### config.mk
export PLATFORM = sky130hd
export DESIGN_NAME = pci_err_report
export DESIGN_NICKNAME = d
export VERILOG_FILES = /design/src/rtl/pci_err_pkg.sv /design/src/rtl/pci_err_cfg.sv /design/src/rtl/pci_err_detect.sv /design/src/rtl/pci_err_track.sv /design/src/rtl/pci_err_report.sv
export SDC_FILE = /design/constraint.sdc
export NUM_CORES = 1
export LEC_CHECK = 0
export ABC_AREA = 1
export BUFFER_PORTS_ARGS = -buffer_cell sky130_fd_sc_hd__clkbuf_2
export CAP_MARGIN = 25
export CORE_MARGIN = 1
export CORE_UTILIZATION = 30
export CTS_BUF_LIST = sky130_fd_sc_hd__clkbuf_8 sky130_fd_sc_hd__clkbuf_16
export CTS_CLUSTER_DIAMETER = 80
export DETAILED_ROUTE_END_ITERATION = 6
export PLACE_DENSITY_LB_ADDON = 0.1
export SYNTH_ARGS = -nofsm -noshare
export SYNTH_HDL_FRONTEND = slang
export SYNTH_SLANG_ARGS = --single-unit
### constraint.sdc
create_clock -name clk -period 2.7 [get_ports clk]
set_clock_uncertainty 0.05 [all_clocks]
set_input_delay 0.54 -clock clk [delete_from_list [all_inputs] [get_ports clk]]
set_output_delay 0.54 -clock clk [all_outputs]
set_load 0.02 [all_outputs]
### src/rtl/pci_err_pkg.sv
package pci_err_pkg;

  localparam int REG_W = 16;

  // command register bits
  localparam int CMD_PAR_RESP = 6;
  localparam int CMD_SERR_EN  = 8;
  // bus status register bits
  localparam int STS_SIG_SERR = 14;
  localparam int STS_DET_PAR  = 15;
  // enable registers
  localparam int ENA_EXT_SERR = 7;
  localparam int ENB_APAR     = 7;
  // detect registers
  localparam int DETA_EXT_SERR = 7;
  localparam int DETA_APAR     = 6;
  localparam int DETA_NMI      = 5;
  localparam int DETB_ADDR_BAD = 7;

  typedef enum logic [2:0] {
    REG_CMD   = 3'd0,
    REG_STS   = 3'd1,
    REG_ENA   = 3'd2,
    REG_ENB   = 3'd3,
    REG_DETA  = 3'd4,
    REG_DETB  = 3'd5,
    REG_EADDR = 3'd6
  } reg_sel_e;

  typedef struct packed {
    logic par_seen;
    logic serr_drive;
    logic apar_report;
    logic ext_attr;
    logic nmi;
  } err_evt_t;

  // write-1-to-clear update where hardware set has priority
  function automatic logic [REG_W-1:0] w1c_next(input logic [REG_W-1:0] cur,
                                                 input logic [REG_W-1:0] clr,
                                                 input logic [REG_W-1:0] set);
    return (cur & ~clr) | set;
  endfunction

  // single-bit mask
  function automatic logic [REG_W-1:0] bit_mask(input int idx, input logic v);
    logic [REG_W-1:0] m;
    m = '0;
    m[idx] = v;
    return m;
  endfunction

  // external error is ours only if it lines up with our delayed address phase
  function automatic logic ext_attributed(input logic ap_delayed,
                                          input logic serr_line_n,
                                          input logic enable);
    return ap_delayed & ~serr_line_n & enable;
  endfunction

endpackage

### src/rtl/pci_err_cfg.sv
module pci_err_cfg
  import pci_err_pkg::*;
(
  input  logic             clk,
  input  logic             rst_n,
  input  logic             we,
  input  logic [2:0]       sel,
  input  logic [REG_W-1:0] wdata,
  output logic [REG_W-1:0] cmd_q,
  output logic [REG_W-1:0] ena_q,
  output logic [REG_W-1:0] enb_q
);

  always_ff @(posedge clk or negedge rst_n) begin
    if (!rst_n) begin
      cmd_q <= '0;
      ena_q <= '0;
      enb_q <= '0;
    end else if (we) begin
      case (sel)
        REG_CMD: cmd_q <= wdata;
        REG_ENA: ena_q <= wdata;
        REG_ENB: enb_q <= wdata;
        default: ;
      endcase
    end
  end

endmodule

### src/rtl/pci_err_detect.sv
module pci_err_detect
  import pci_err_pkg::*;
#(
  parameter int ADDR_W   = 32,
  parameter int SERR_LAG = 2
) (
  input  logic              clk,
  input  logic              rst_n,
  input  logic              addr_par_err,
  input  logic              data_par_err,
  input  logic              ext_serr_n,
  input  logic              own_addr_phase,
  input  logic [ADDR_W-1:0] pci_addr,
  input  logic              nmi_err,
  input  logic              par_resp_en,
  input  logic              serr_en,
  input  logic              ext_rep_en,
  input  logic              apar_rep_en,
  output err_evt_t          evt,
  output logic [ADDR_W-1:0] ext_addr
);

  localparam int LAST = SERR_LAG - 1;

  logic              ap_pipe   [SERR_LAG];
  logic [ADDR_W-1:0] addr_pipe [SERR_LAG];

  // delay line holding our address phases and their addresses
  generate
    for (genvar g = 0; g < SERR_LAG; g++) begin : g_lag
      if (g == 0) begin : g_head
        always_ff @(posedge clk or negedge rst_n) begin
          if (!rst_n) begin
            ap_pipe[0]   <= 1'b0;
            addr_pipe[0] <= '0;
          end else begin
            ap_pipe[0]   <= own_addr_phase;
            addr_pipe[0] <= pci_addr;
          end
        end
      end else begin : g_tail
        always_ff @(posedge clk or negedge rst_n) begin
          if (!rst_n) begin
            ap_pipe[g]   <= 1'b0;
            addr_pipe[g] <= '0;
          end else begin
            ap_pipe[g]   <= ap_pipe[g-1];
            addr_pipe[g] <= addr_pipe[g-1];
          end
        end
      end
    end
  endgenerate

  logic apar_act;

  always_comb begin
    apar_act        = addr_par_err & par_resp_en;
    evt.par_seen    = addr_par_err | data_par_err;
    evt.serr_drive  = apar_act & serr_en;
    evt.apar_report = apar_act & apar_rep_en;
    evt.ext_attr    = ext_attributed(ap_pipe[LAST], ext_serr_n, ext_rep_en);
    evt.nmi         = nmi_err;
  end

  assign ext_addr = addr_pipe[LAST];

  // attribution needs the enable and a low sampled line
  assert_ext_needs_line_R5: assert property (@(posedge clk) disable iff (!rst_n)
    evt.ext_attr |-> (ext_rep_en && !ext_serr_n));

  // the drive request never appears without a parity strobe
  assert_drive_from_apar_R2: assert property (@(posedge clk) disable iff (!rst_n)
    evt.serr_drive |-> addr_par_err);

endmodule

### src/rtl/pci_err_track.sv
module pci_err_track
  import pci_err_pkg::*;
#(
  parameter int ADDR_W = 32
) (
  input  logic              clk,
  input  logic              rst_n,
  input  logic              we,
  input  logic [2:0]        sel,
  input  logic [REG_W-1:0]  wdata,
  input  err_evt_t          evt,
  input  logic [ADDR_W-1:0] ext_addr,
  input  logic [ADDR_W-1:0] pci_addr,
  input  logic              mc_en,
  input  logic              serr_en,
  output logic [REG_W-1:0]  sts_q,
  output logic [REG_W-1:0]  deta_q,
  output logic [REG_W-1:0]  detb_q,
  output logic [ADDR_W-1:0] eaddr_q,
  output logic              serr_n_q,
  output logic              mc_q
);

  logic [REG_W-1:0]  sts_clr, deta_clr, detb_clr;
  logic [REG_W-1:0]  sts_set, deta_set;
  logic [REG_W-1:0]  detb_d;
  logic [ADDR_W-1:0] eaddr_d;
  logic              lock, pci_err, capture, nmi_mark;

  always_comb begin
    sts_clr  = (we && sel == REG_STS)  ? wdata : '0;
    deta_clr = (we && sel == REG_DETA) ? wdata : '0;
    detb_clr = (we && sel == REG_DETB) ? wdata : '0;

    sts_set  = bit_mask(STS_DET_PAR, evt.par_seen)
             | bit_mask(STS_SIG_SERR, evt.serr_drive);
    deta_set = bit_mask(DETA_EXT_SERR, evt.ext_attr)
             | bit_mask(DETA_APAR, evt.apar_report)
             | bit_mask(DETA_NMI, evt.nmi);

    lock     = deta_q[DETA_EXT_SERR] | deta_q[DETA_APAR] | deta_q[DETA_NMI];
    pci_err  = evt.apar_report | evt.ext_attr;
    capture  = pci_err & ~lock;
    nmi_mark = evt.nmi & ~lock & ~pci_err;

    // the older address phase wins a same-cycle collision
    eaddr_d = eaddr_q;
    if (capture) eaddr_d = evt.ext_attr ? ext_addr : pci_addr;

    detb_d = w1c_next(detb_q, detb_clr, '0);
    if (capture)  detb_d[DETB_ADDR_BAD] = 1'b0;
    if (nmi_mark) detb_d[DETB_ADDR_BAD] = 1'b1;
  end

  always_ff @(posedge clk or negedge rst_n) begin
    if (!rst_n) begin
      sts_q    <= '0;
      deta_q   <= '0;
      detb_q   <= '0;
      eaddr_q  <= '0;
      serr_n_q <= 1'b1;
      mc_q     <= 1'b0;
    end else begin
      sts_q    <= w1c_next(sts_q, sts_clr, sts_set);
      deta_q   <= w1c_next(deta_q, deta_clr, deta_set);
      detb_q   <= detb_d;
      eaddr_q  <= eaddr_d;
      serr_n_q <= ~evt.serr_drive;
      mc_q     <= mc_en & pci_err;
    end
  end

  // any parity strobe leaves the parity-seen bit set
  assert_par_status_R1: assert property (@(posedge clk) disable iff (!rst_n)
    evt.par_seen |=> sts_q[STS_DET_PAR]);

  // SERR only when the command enable was set
  assert_serr_gated_R2: assert property (@(posedge clk) disable iff (!rst_n)
    !serr_n_q |-> $past(serr_en));

  // driving SERR always shows in the status register
  assert_sig_serr_R3: assert property (@(posedge clk) disable iff (!rst_n)
    !serr_n_q |-> sts_q[STS_SIG_SERR]);

  // machine check obeys the global enable
  assert_mc_gate_R6: assert property (@(posedge clk) disable iff (!rst_n)
    mc_q |-> $past(mc_en));

  // NMI with nothing held marks the address invalid
  assert_nmi_marks_R8: assert property (@(posedge clk) disable iff (!rst_n)
    (evt.nmi && !lock && !pci_err) |=> detb_q[DETB_ADDR_BAD]);

  // held address does not move
  assert_addr_frozen_R9: assert property (@(posedge clk) disable iff (!rst_n)
    lock |=> $stable(eaddr_q));

endmodule

### src/rtl/pci_err_report.sv
module pci_err_report
  import pci_err_pkg::*;
#(
  parameter int ADDR_W   = 32,
  parameter int SERR_LAG = 2
) (
  input  logic              clk,
  input  logic              rst_n,
  input  logic              cfg_we,
  input  logic [2:0]        cfg_sel,
  input  logic [15:0]       cfg_wdata,
  output logic [ADDR_W-1:0] cfg_rdata,
  input  logic              addr_par_err,
  input  logic              data_par_err,
  input  logic              ext_serr_n,
  input  logic              own_addr_phase,
  input  logic [ADDR_W-1:0] pci_addr,
  input  logic              nmi_err,
  input  logic              mc_en,
  output logic              serr_n,
  output logic              mc_req
);

  logic [REG_W-1:0]  cmd_q, ena_q, enb_q, sts_q, deta_q, detb_q;
  logic [ADDR_W-1:0] eaddr_q, ext_addr;
  err_evt_t          evt;

  pci_err_cfg u_cfg (
    .clk   (clk),
    .rst_n (rst_n),
    .we    (cfg_we),
    .sel   (cfg_sel),
    .wdata (cfg_wdata),
    .cmd_q (cmd_q),
    .ena_q (ena_q),
    .enb_q (enb_q)
  );

  pci_err_detect #(.ADDR_W(ADDR_W), .SERR_LAG(SERR_LAG)) u_detect (
    .clk            (clk),
    .rst_n          (rst_n),
    .addr_par_err   (addr_par_err),
    .data_par_err   (data_par_err),
    .ext_serr_n     (ext_serr_n),
    .own_addr_phase (own_addr_phase),
    .pci_addr       (pci_addr),
    .nmi_err        (nmi_err),
    .par_resp_en    (cmd_q[CMD_PAR_RESP]),
    .serr_en        (cmd_q[CMD_SERR_EN]),
    .ext_rep_en     (ena_q[ENA_EXT_SERR]),
    .apar_rep_en    (enb_q[ENB_APAR]),
    .evt            (evt),
    .ext_addr       (ext_addr)
  );

  pci_err_track #(.ADDR_W(ADDR_W)) u_track (
    .clk      (clk),
    .rst_n    (rst_n),
    .we       (cfg_we),
    .sel      (cfg_sel),
    .wdata    (cfg_wdata),
    .evt      (evt),
    .ext_addr (ext_addr),
    .pci_addr (pci_addr),
    .mc_en    (mc_en),
    .serr_en  (cmd_q[CMD_SERR_EN]),
    .sts_q    (sts_q),
    .deta_q   (deta_q),
    .detb_q   (detb_q),
    .eaddr_q  (eaddr_q),
    .serr_n_q (serr_n),
    .mc_q     (mc_req)
  );

  always_comb begin
    case (cfg_sel)
      REG_CMD:   cfg_rdata = ADDR_W'(cmd_q);
      REG_STS:   cfg_rdata = ADDR_W'(sts_q);
      REG_ENA:   cfg_rdata = ADDR_W'(ena_q);
      REG_ENB:   cfg_rdata = ADDR_W'(enb_q);
      REG_DETA:  cfg_rdata = ADDR_W'(deta_q);
      REG_DETB:  cfg_rdata = ADDR_W'(detb_q);
      REG_EADDR: cfg_rdata = eaddr_q;
      default:   cfg_rdata = '0;
    endcase
  end

  // outputs idle right after reset release
  assert_idle_after_reset_R12: assert property (@(posedge clk)
    $rose(rst_n) |-> (serr_n && !mc_req));

endmodule

**Word-level counts from Yosys, hierarchy flattened**

Index checks and enable logic that the tools add are counted.
Widths: inputs -> output; s select.

- Bitwise gates (word level): 28
- Equality and inequality tests: 6
- Mux-type cells: 7
- Reduce and logical (&&, ||, !) cells: 7

Operators by type and width:

| cell | count |
|---|---|
| $pmux 32 s7 | 1 |
| $and 16x16->16 | 3 |
| $mux 16 | 3 |
| $not 16->16 | 3 |
| $mux 32 | 1 |
| $or 16x16->16 | 2 |
| $or 16x15->16 | 1 |
| $or 16x6->16 | 1 |
| $and 1x1->1 | 9 |
| $eq 3x3->1 const B | 3 |
| $or 8x7->8 | 1 |
| $eq 3x2->1 const B | 2 |
| $reduce_and 2->1 | 3 |
| $not 1->1 | 4 |
| $or 1x1->1 | 4 |
| $eq 3x1->1 const B | 1 |
| $logic_and 1x1->1 | 3 |
| $logic_not 3->1 | 1 |
| $mux 1 | 2 |

- Word-level logic and storage cells: 61
- Register bits after elaboration: 196

**Longest topological paths before layout**

Gate-level depths: netlist of run 1.

- Word-level depth: 7
- Mapped depth: 8
- Depth with buffers taken out: 7

**Cells and area by module**

A second synthesis of run 1 with hierarchy kept.

- Cell total of the unflattened synthesis: 995
- Area total of the unflattened synthesis: 8797.2 um^2

Modules (own cells, without submodules):

| module | instances | cells an instance | sequential area each (um^2) | area an instance (um^2) |
|---|---|---|---|---|
| pci_err_track | 1 | 384 | 2053.2 | 3585.9 |
| pci_err_cfg | 1 | 213 | 1201.2 | 1951.9 |
| pci_err_detect | 1 | 107 | 1651.6 | 1931.9 |
| pci_err_report | 1 | 291 | 0.0 | 1327.5 |

**Worst setup path after synthesis of run 1**

OpenSTA, ideal clock, no wires.

- Kind: input -> output
- From: input port cfg_sel[2]
- To: output port cfg_rdata[16]
- Arrival time: 1.650 ns
- Buffers on the path: 3
- Setup slack: 0.460 ns
- Cell stages on the path: 5
- Cells stage by stage: buf_2 clkbuf_1 nand2_1 clkbuf_1 nor2_1

- Longest elaborated chain between the ends: 2

Ends and longest elaborated chain:

| item | RTL line | text |
|---|---|---|
| start: declaration | pci_err_report.sv:10 | `input logic [2:0] cfg_sel,` |
| $eq 3x3->1 (tied with other cells) | pci_err_report.sv:76 | `case (cfg_sel)` |
| $pmux 32 s7 * | pci_err_report.sv:76 |  |
| end: declaration | pci_err_report.sv:12 | `output logic [ADDR_W-1:0] cfg_rdata,` |

Mark *: on every way between the ends. The rest lies on a longest branch, timed or not.

**Worst setup path after layout of run 1**

- From: input port cfg_sel[2]
- To: output port cfg_rdata[8]

The elaborated chain is that of the path after synthesis.

==> results of run 1 <==
==> power breakdown <==
group | total [W] | internal [W] | switching (W) | leakage [nW]
clock | 0.00260 | 0.00129 | 0.00131 | 0.298
combinational | 0.000653 | 0.000226 | 0.000426 | 2.42
sequential | 0.00330 | 0.00318 | 0.000126 | 2.49
==> sequential cells by signal, summed over array words and instances, names as in the netlist <==
register	cells
u_cfg.cmd_q	16
u_cfg.ena_q	16
u_cfg.enb_q	16
u_detect.addr_pipe	32
u_detect.ap_pipe	2
u_detect.ext_addr	32
u_track.deta_q	16
u_track.detb_q	16
u_track.eaddr_q	32
u_track.mc_q	1
u_track.serr_n_q	1
u_track.sts_q	16
==> cells by family (layout without fill, tap and decap cells) <==
family | after synthesis | after routing
buffers and inverters | 180 | 286
DFF | 196 | 196
and+or+nand+nor | 401 | 401
AOI/OAI and AO/OA | 142 | 142
==> worst max-delay path, stage by stage <==
cell	delay (ns)
clkbuf_2	0.12
inv_2	0.17
nand3_1	0.13
buf_4	0.20
o21ai_0	0.41
nor2_1	0.07
nand2_1	0.08
clkbuf_2	0.16
==> cells in the final DEF, fill, tap and decap left out, drive strengths merged <==
cell type	count
nand2	237
dfrtp	195
inv	140
o21ai	127
clkbuf	111
nand3	89
nor2	71
buf	28
a21boi	14
clkinv	7
nand4	4
a21oi	1
dfstp	1
==> worst min-delay path by stage <==
| stage | slack [ns] | cells past startpoint | end |
|---|---|---|---|
| floorplan | 0.19 | 0 | u_cfg.cmd_q[0] |
| global placement | 0.28 | 0 | u_detect.ext_addr[12] |
| detailed placement | 0.28 | 0 | u_detect.ext_addr[20] |
| CTS | 0.08 | 1 | u_cfg.ena_q[2] |
| global route | 0.08 | 1 | u_cfg.ena_q[2] |
| finish | 0.05 | 1 | u_track.sts_q[2] |
==> final cells by class <==
| class | instances | area, um2 | share of cell area |
|---|---|---|---|
| Timing Repair Buffer | 121 | 772.0 | 0.08041 |
| Clock inverter | 14 | 175.2 | 0.01825 |
| Inverter | 133 | 499.2 | 0.05200 |
| Sequential cell | 196 | 4906 | 0.5110 |
| Tap cell | 335 | 419.2 | 0.04366 |
| Multi-Input combinational cell | 543 | 2390 | 0.2489 |
| Clock buffer | 18 | 439.2 | 0.04574 |
==> per-layer routing <==
metal / global-route usage / vias to the layer above / wire [um]
li1: - / 3043 / -
met1: 0.2422 / 2839 / 10760
met4: 0.04504 / 0 / 257
met3: 0.03871 / 14 / 1107
met5: 0 / - / 0
met2: 0.2564 / 133 / 9217
==> stage by stage <==
step | utilization | worst slack (ns) | instance area [um2]
final | 0.3674 | 0.2160 | 9600
after global routing | 0.3674 | 0.1504 | 9600
after CTS | 0.3674 | 0.2939 | 9600
after detailed placement | 0.3439 | 0.2914 | 8986
after global placement | 0.3439 | 0.2732 | 8986
after floorplan | - | 0.4598 | 7993
==> summary.md, run 1 <==
| Metric | Value |
|---|---|
| Largest family of logic cells by synthesized area | simple AND/OR/NAND/NOR gates |
| Post-route setup TNS | 0 ns |
| Post-synthesis mux area share | 0 |
| Post-DP HPWL | 14290 um |
| Worst reg2reg endpoint | u_track.eaddr_q[10] |
| Commonest cells in the synthesized netlist | nand2_1, dfrtp_1, inv_1, o21ai_0, nand3_1 |
| Top FF cell, synth | dfrtp_1 |
| Worst hold path class | primary input to asynchronous set/reset pin |
| TritonCTS clock tree | done |
| Worst slew pin tran | 0.6251 ns |
| Tcrit/Tclk final | 0.9200 |
| # diodes | 0 |
| Sequential-to-total area share from yosys stat | 0.6138 |
| Xor/xnor cell area share of the yosys netlist | 0 |
| Ys async rst share | 1.000 |
| R2R setup slack | 1.22 ns |
| Setup bufs post-CTS | 0 |
| Die area | 27300 um2 |
| Routed Antenna Nets | 0 |
| Area share of and/or/nand/nor cells after synthesis | 0.2051 |
| Synth top area cells | dfrtp_1, nand2_1, o21ai_0 |
| DR vias | 6029 |
| Clk root buf | clkbuf_16 |
| P&R area growth vs syn | 20.12% |
| CP required | 2.11 ns |
| Largest area contributor in the netlist | dfrtp_1 |
| Post-synth EDFFs | 0 |
| Yosys warnings | 0 |
| Drt first pass iters | 7 |
| Global-route wire length before repair | 34780 um |
| Critical Path Source Type | primary input |
| Period minus WS final | 2.484 ns |
| Critical path peak fanout | 8 |
| Syn_nets | 979 |
| # setup viols final | 0 |
| Post-synthesis cell count | 919 |
| Outcome | finished, violations left |
| Min Hold Slack | 0.05388 ns |
| Resized Gates After CTS | 0 |
| Number of global-route vias before repair | 5989 |
| Max rail drop VDD | 0.3363 mV |
| Count of pins over their slew limit | 0 |
| Inst Count DP | 1328 |
| Netlist cell types | 19 |
| Longest Clk Path Bufs | 2 |
| Final wirelength | 21340 um |
| Initial antenna violation count | 0 |
| Worst-Skew Late Latency | 0.44 ns |
| End point of the critical path | cfg_rdata[8] |
| Failing checks | design-rule violations |
| Critical R2R Launch | u_cfg.cmd_q[6] |
| Largest net degree at the start of global routing | 70 |
| Fillers | 2743 |
| Fraction of layout cells with a size suffix above 1 | 0.1571 |
| CTS Hold Bufs | 0 |
| Top-Level Pins | 94 |
| H-tree levels | 4 |
| Final Wtd Congestion | 0.7641 |
| Top-count cell post-synth | nand2_1 |
| DRC violations left | 14 |
| #FFs+latches synth | 196 |
| Final Power | 0.006554 W |
| Post-Syn Area | 7993 um2 |
| Slew headroom | 0.5833 |
| Post-synth top area share | 0.6105 |
| Maximum clock frequency | 402.6 MHz |
| GRT Util Overall | 0.1694 |
| PD cells | 682.7 nW/um2 |
| # clock sinks | 196 |
| Adder-Cell Fraction of Synth Area | 0 |
| CP Capture Type | primary output |
| Total global routing overflow | 0 |
| Nets | 1072 |
| Leakage | 5.205 nW |
| Post-synthesis compound-gate area fraction | 0.09330 |
| Setup Crit Path Kind | primary input to primary output |
| Die Ht | 165.2 um |
| Die X | 165.2 um |
| CTS Buf Count | 17 |
| Max cap viols | 0 |
| Routed vias/inst | 4.433 |
| Row cnt | 59 |
| WL/cell | 15.69 um |
| Finished Layout Cells | 1360 |
| Clk pin slew, worst setup/hold paths | 0.08 ns |
| RSZ-0062 raised after global routing | no |
| Core Footprint | 26130 um2 |
| Synthesized area per cell | 8.697 um2 |
| 1st-iter DRT viols | 312 |
| CP startpoint | cfg_sel[2] |
| WP data arrival | 1.89 ns |
| Starting Density | 0.3059 |
| Number of buffers added on ports | 93 |
| Worst R2R Path Depth | 7 |
| Final Hold Vio Count | 0 |
No activity file was read; power rests on OpenSTA's default activity.
==> inputs of run 2 (changes only) <==
--- a/config.mk
+++ b/config.mk
@@ -14,6 +14,7 @@
 export CTS_CLUSTER_DIAMETER = 80
 export DETAILED_ROUTE_END_ITERATION = 6
 export PLACE_DENSITY_LB_ADDON = 0.1
+export RECOVER_POWER = 50
 export SYNTH_ARGS = -nofsm -noshare
 export SYNTH_HDL_FRONTEND = slang
 export SYNTH_SLANG_ARGS = --single-unit
==> run 2 against run 1 <==
Non-clock buffer count unchanged; register-to-register slack is essentially flat; sequential power hardly changed; the flow finishes with violations (design-rule violations, max-capacitance violations, max-slew violations); largest power group unchanged; total power shrank 0.17%; largest cell class unchanged; global-route usage unchanged; core utilization fell by 0.23 points; critical path depth did not move.
==> summary.md, run 2 (synthesis gave the netlist of run 1 again) <==
| Metric | Value |
|---|---|
| Initial antenna violation count | 0 (unchanged) |
| Fillers | 2756 (was 2743) |
| Outcome | finished, violations left (unchanged) |
| Count of pins over their slew limit | 68 (was 0) |
| Final Wtd Congestion | 0.7641 (unchanged) |
| Clock power frac | 0.397 (was 0.396) |
| Max rail drop VDD | 0.3357 mV (was 0.3363 mV) |
| TritonCTS clock tree | done (unchanged) |
| Commonest non-fill, non-tap cell in the layout | nand2_1 (unchanged) |
| CP startpoint | cfg_sel[2] (unchanged) |
| Die area | 27300 um2 (unchanged) |
| Critical R2R Launch | u_cfg.cmd_q[6] (unchanged) |
| RSZ-0062 raised after global routing | no (unchanged) |
| Commonest cells after routing, fill and taps aside | nand2_1, dfrtp_1, inv_1 (unchanged) |
| Slew headroom | -0.2581 (was 0.5833) |
| Longest Clk Path Bufs | 2 (unchanged) |
| 1st-iter DRT viols | 286 (was 312) |
| Fraction of layout cells with a size suffix above 1 | 0.1278 (was 0.1571) |
| Setup bufs post-CTS | 0 (unchanged) |
| # diodes | 0 (unchanged) |
| P&R area growth vs syn | 19.38% (was 20.12%) |
| Sw frac | 0.2846 (was 0.2845) |
| Routed Antenna Nets | 0 (unchanged) |
| CP required | 2.11 ns (about the same) |
| Setup WS post-layout | 0.2153 ns (was 0.2160 ns) |
| Routed vias/inst | 4.432 (was 4.433) |
| # clock sinks | 196 (unchanged) |
| Worst R2R Path Depth | 7 (unchanged) |
| Nets | 1072 (unchanged) |
| P_sw | 0.001862 W (was 0.001865 W) |
| Post-DP HPWL | 14290 um (unchanged) |
| Post-route setup TNS | 0 ns (unchanged) |
| DRC violations left | 13 (was 14) |
| Top-Level Pins | 94 (unchanged) |
| Largest net degree at the start of global routing | 70 (unchanged) |
| # setup viols final | 0 (unchanged) |
| Die Ht | 165.2 um (unchanged) |
| H-tree levels | 4 (unchanged) |
| Worst reg2reg endpoint | u_track.eaddr_q[10] (unchanged) |
| Row cnt | 59 (unchanged) |
| Clk root buf | clkbuf_16 (unchanged) |
| Period minus WS final | 2.485 ns (was 2.484 ns) |
| Max cap viols | 1 (was 0) |
| Worst-Skew Late Latency | 0.44 ns (about the same) |
| WP data arrival | 1.89 ns (about the same) |
| Final wirelength | 21360 um (was 21340 um) |
| Leakage | 5.108 nW (was 5.205 nW) |
| Int Pwr | 0.004681 W (was 0.004690 W) |
| GRT Util Overall | 0.1694 (unchanged) |
| Die X | 165.2 um (unchanged) |
| DR vias | 6027 (was 6029) |
| Failing checks | design-rule violations, max-capacitance violations, max-slew violations (was design-rule violations) |
| PD cells | 685.8 nW/um2 (was 682.7 nW/um2) |
| Total global routing overflow | 0 (unchanged) |
| Setup Crit Path Kind | primary input to primary output (unchanged) |
| Drt first pass iters | 7 (unchanged) |
| CP Capture Type | primary output (unchanged) |
| Final Core Density | 0.3651 (was 0.3674) |
| Critical path peak fanout | 8 (unchanged) |
| Maximum clock frequency | 402.5 MHz (was 402.6 MHz) |
| Critical Path Source Type | primary input (unchanged) |
| Post-Place Worst Slack | 0.2914 ns (unchanged) |
| WL/cell | 15.70 um (was 15.69 um) |
| CTS Buf Count | 17 (unchanged) |
| Clk pin slew, worst setup/hold paths | 0.08 ns (about the same) |
| Number of global-route vias before repair | 5989 (unchanged) |
| Tcrit/Tclk final | 0.9202 (was 0.9200) |
| Combinational Power Share | 0.098 (was 0.100) |
| CTS Hold Bufs | 0 (unchanged) |
| Number of buffers added on ports | 93 (unchanged) |
| Final Hold Vio Count | 0 (unchanged) |
| Worst slew pin tran | 1.887 ns (was 0.6251 ns) |
| Starting Density | 0.3059 (unchanged) |
| Core Footprint | 26130 um2 (unchanged) |
| Global-route wire length before repair | 34780 um (unchanged) |
| Resized Gates After CTS | 0 (unchanged) |
| Reg power frac | 0.505 (was 0.504) |
| End point of the critical path | cfg_rdata[8] (unchanged) |
| Worst hold path class | primary input to flip-flop (was primary input to asynchronous set/reset pin) |
| R2R setup slack | 1.22 ns (about the same) |
run 2: cell types whose count changed in the layout (fill, tap and decap cells not counted), sizes merged:
| cell | delta |
|---|---|
| clkbuf | +1 |
| buf | -1 |
run 2: critical path, stage by stage:
cell      delay (ns)
clkbuf_2        0.12
inv_2           0.17
nand3_1         0.13
buf_4           0.20
o21ai_0         0.42
nor2_1          0.07
nand2_1         0.08
clkbuf_2        0.16
run 2: how the worst min path moves through the flow:
| stage | from | to | slack, ns | cells past startpoint |
|---|---|---|---|---|
| 2_1_floorplan | rst_n | u_cfg.cmd_q[0] | 0.19 | 0 |
| 4_1_cts | rst_n | u_cfg.ena_q[2] | 0.08 | 1 |
| 3_3_place_gp | u_detect.addr_pipe[44] | u_detect.ext_addr[12] | 0.28 | 0 |
| 5_1_grt | own_addr_phase | u_detect.ap_pipe[1] | 0.14 | 1 |
| 6_report | own_addr_phase | u_detect.ap_pipe[1] | 0.16 | 1 |
| 3_5_place_dp | u_detect.addr_pipe[52] | u_detect.ext_addr[20] | 0.28 | 0 |
run 2: metrics by stage:
step,instances,total power (W),hold slack [ns],cell area [um2]
CTS,1360,0.006641,0.07612,9600
floorplan,919,0.003701,0.1944,7993
finish,1360,0.006543,0.1633,9542
detailed placement,1328,0.004029,0.2847,8986
global placement,1328,0.004023,0.2812,8986
global route,1360,0.006868,0.1405,9542
run 2: layout make-up:
class / instances / area (um2) / share of cell area
repair buffers: 121 / 713.2 / 0.07474
well taps: 335 / 419.2 / 0.04393
inverters: 133 / 499.2 / 0.05232
multi-input cells: 543 / 2390 / 0.2505
flip-flops and latches: 196 / 4906 / 0.5142
clock buffers: 18 / 439.2 / 0.04603
clock inverters: 14 / 175.2 / 0.01836
run 2: power groups by stage:
stage | logic [W] | registers, W | clock network, W
2_1_floorplan | 0.000376 | 0.00333 | 0
3_3_place_gp | 0.000665 | 0.00336 | 0
3_5_place_dp | 0.000670 | 0.00336 | 0
4_1_cts | 0.000671 | 0.00330 | 0.00267
5_1_grt | 0.000758 | 0.00334 | 0.00277
6_report | 0.000644 | 0.00330 | 0.00260
run 2: per-layer routing:
layer	vias to the layer above	GRT usage	share of wire
li1	3038	-	-
met1	2835	0.2422	0.50
met2	141	0.2564	0.43
met3	13	0.03871	0.057
met4	0	0.04504	0.012
met5	-	0	0
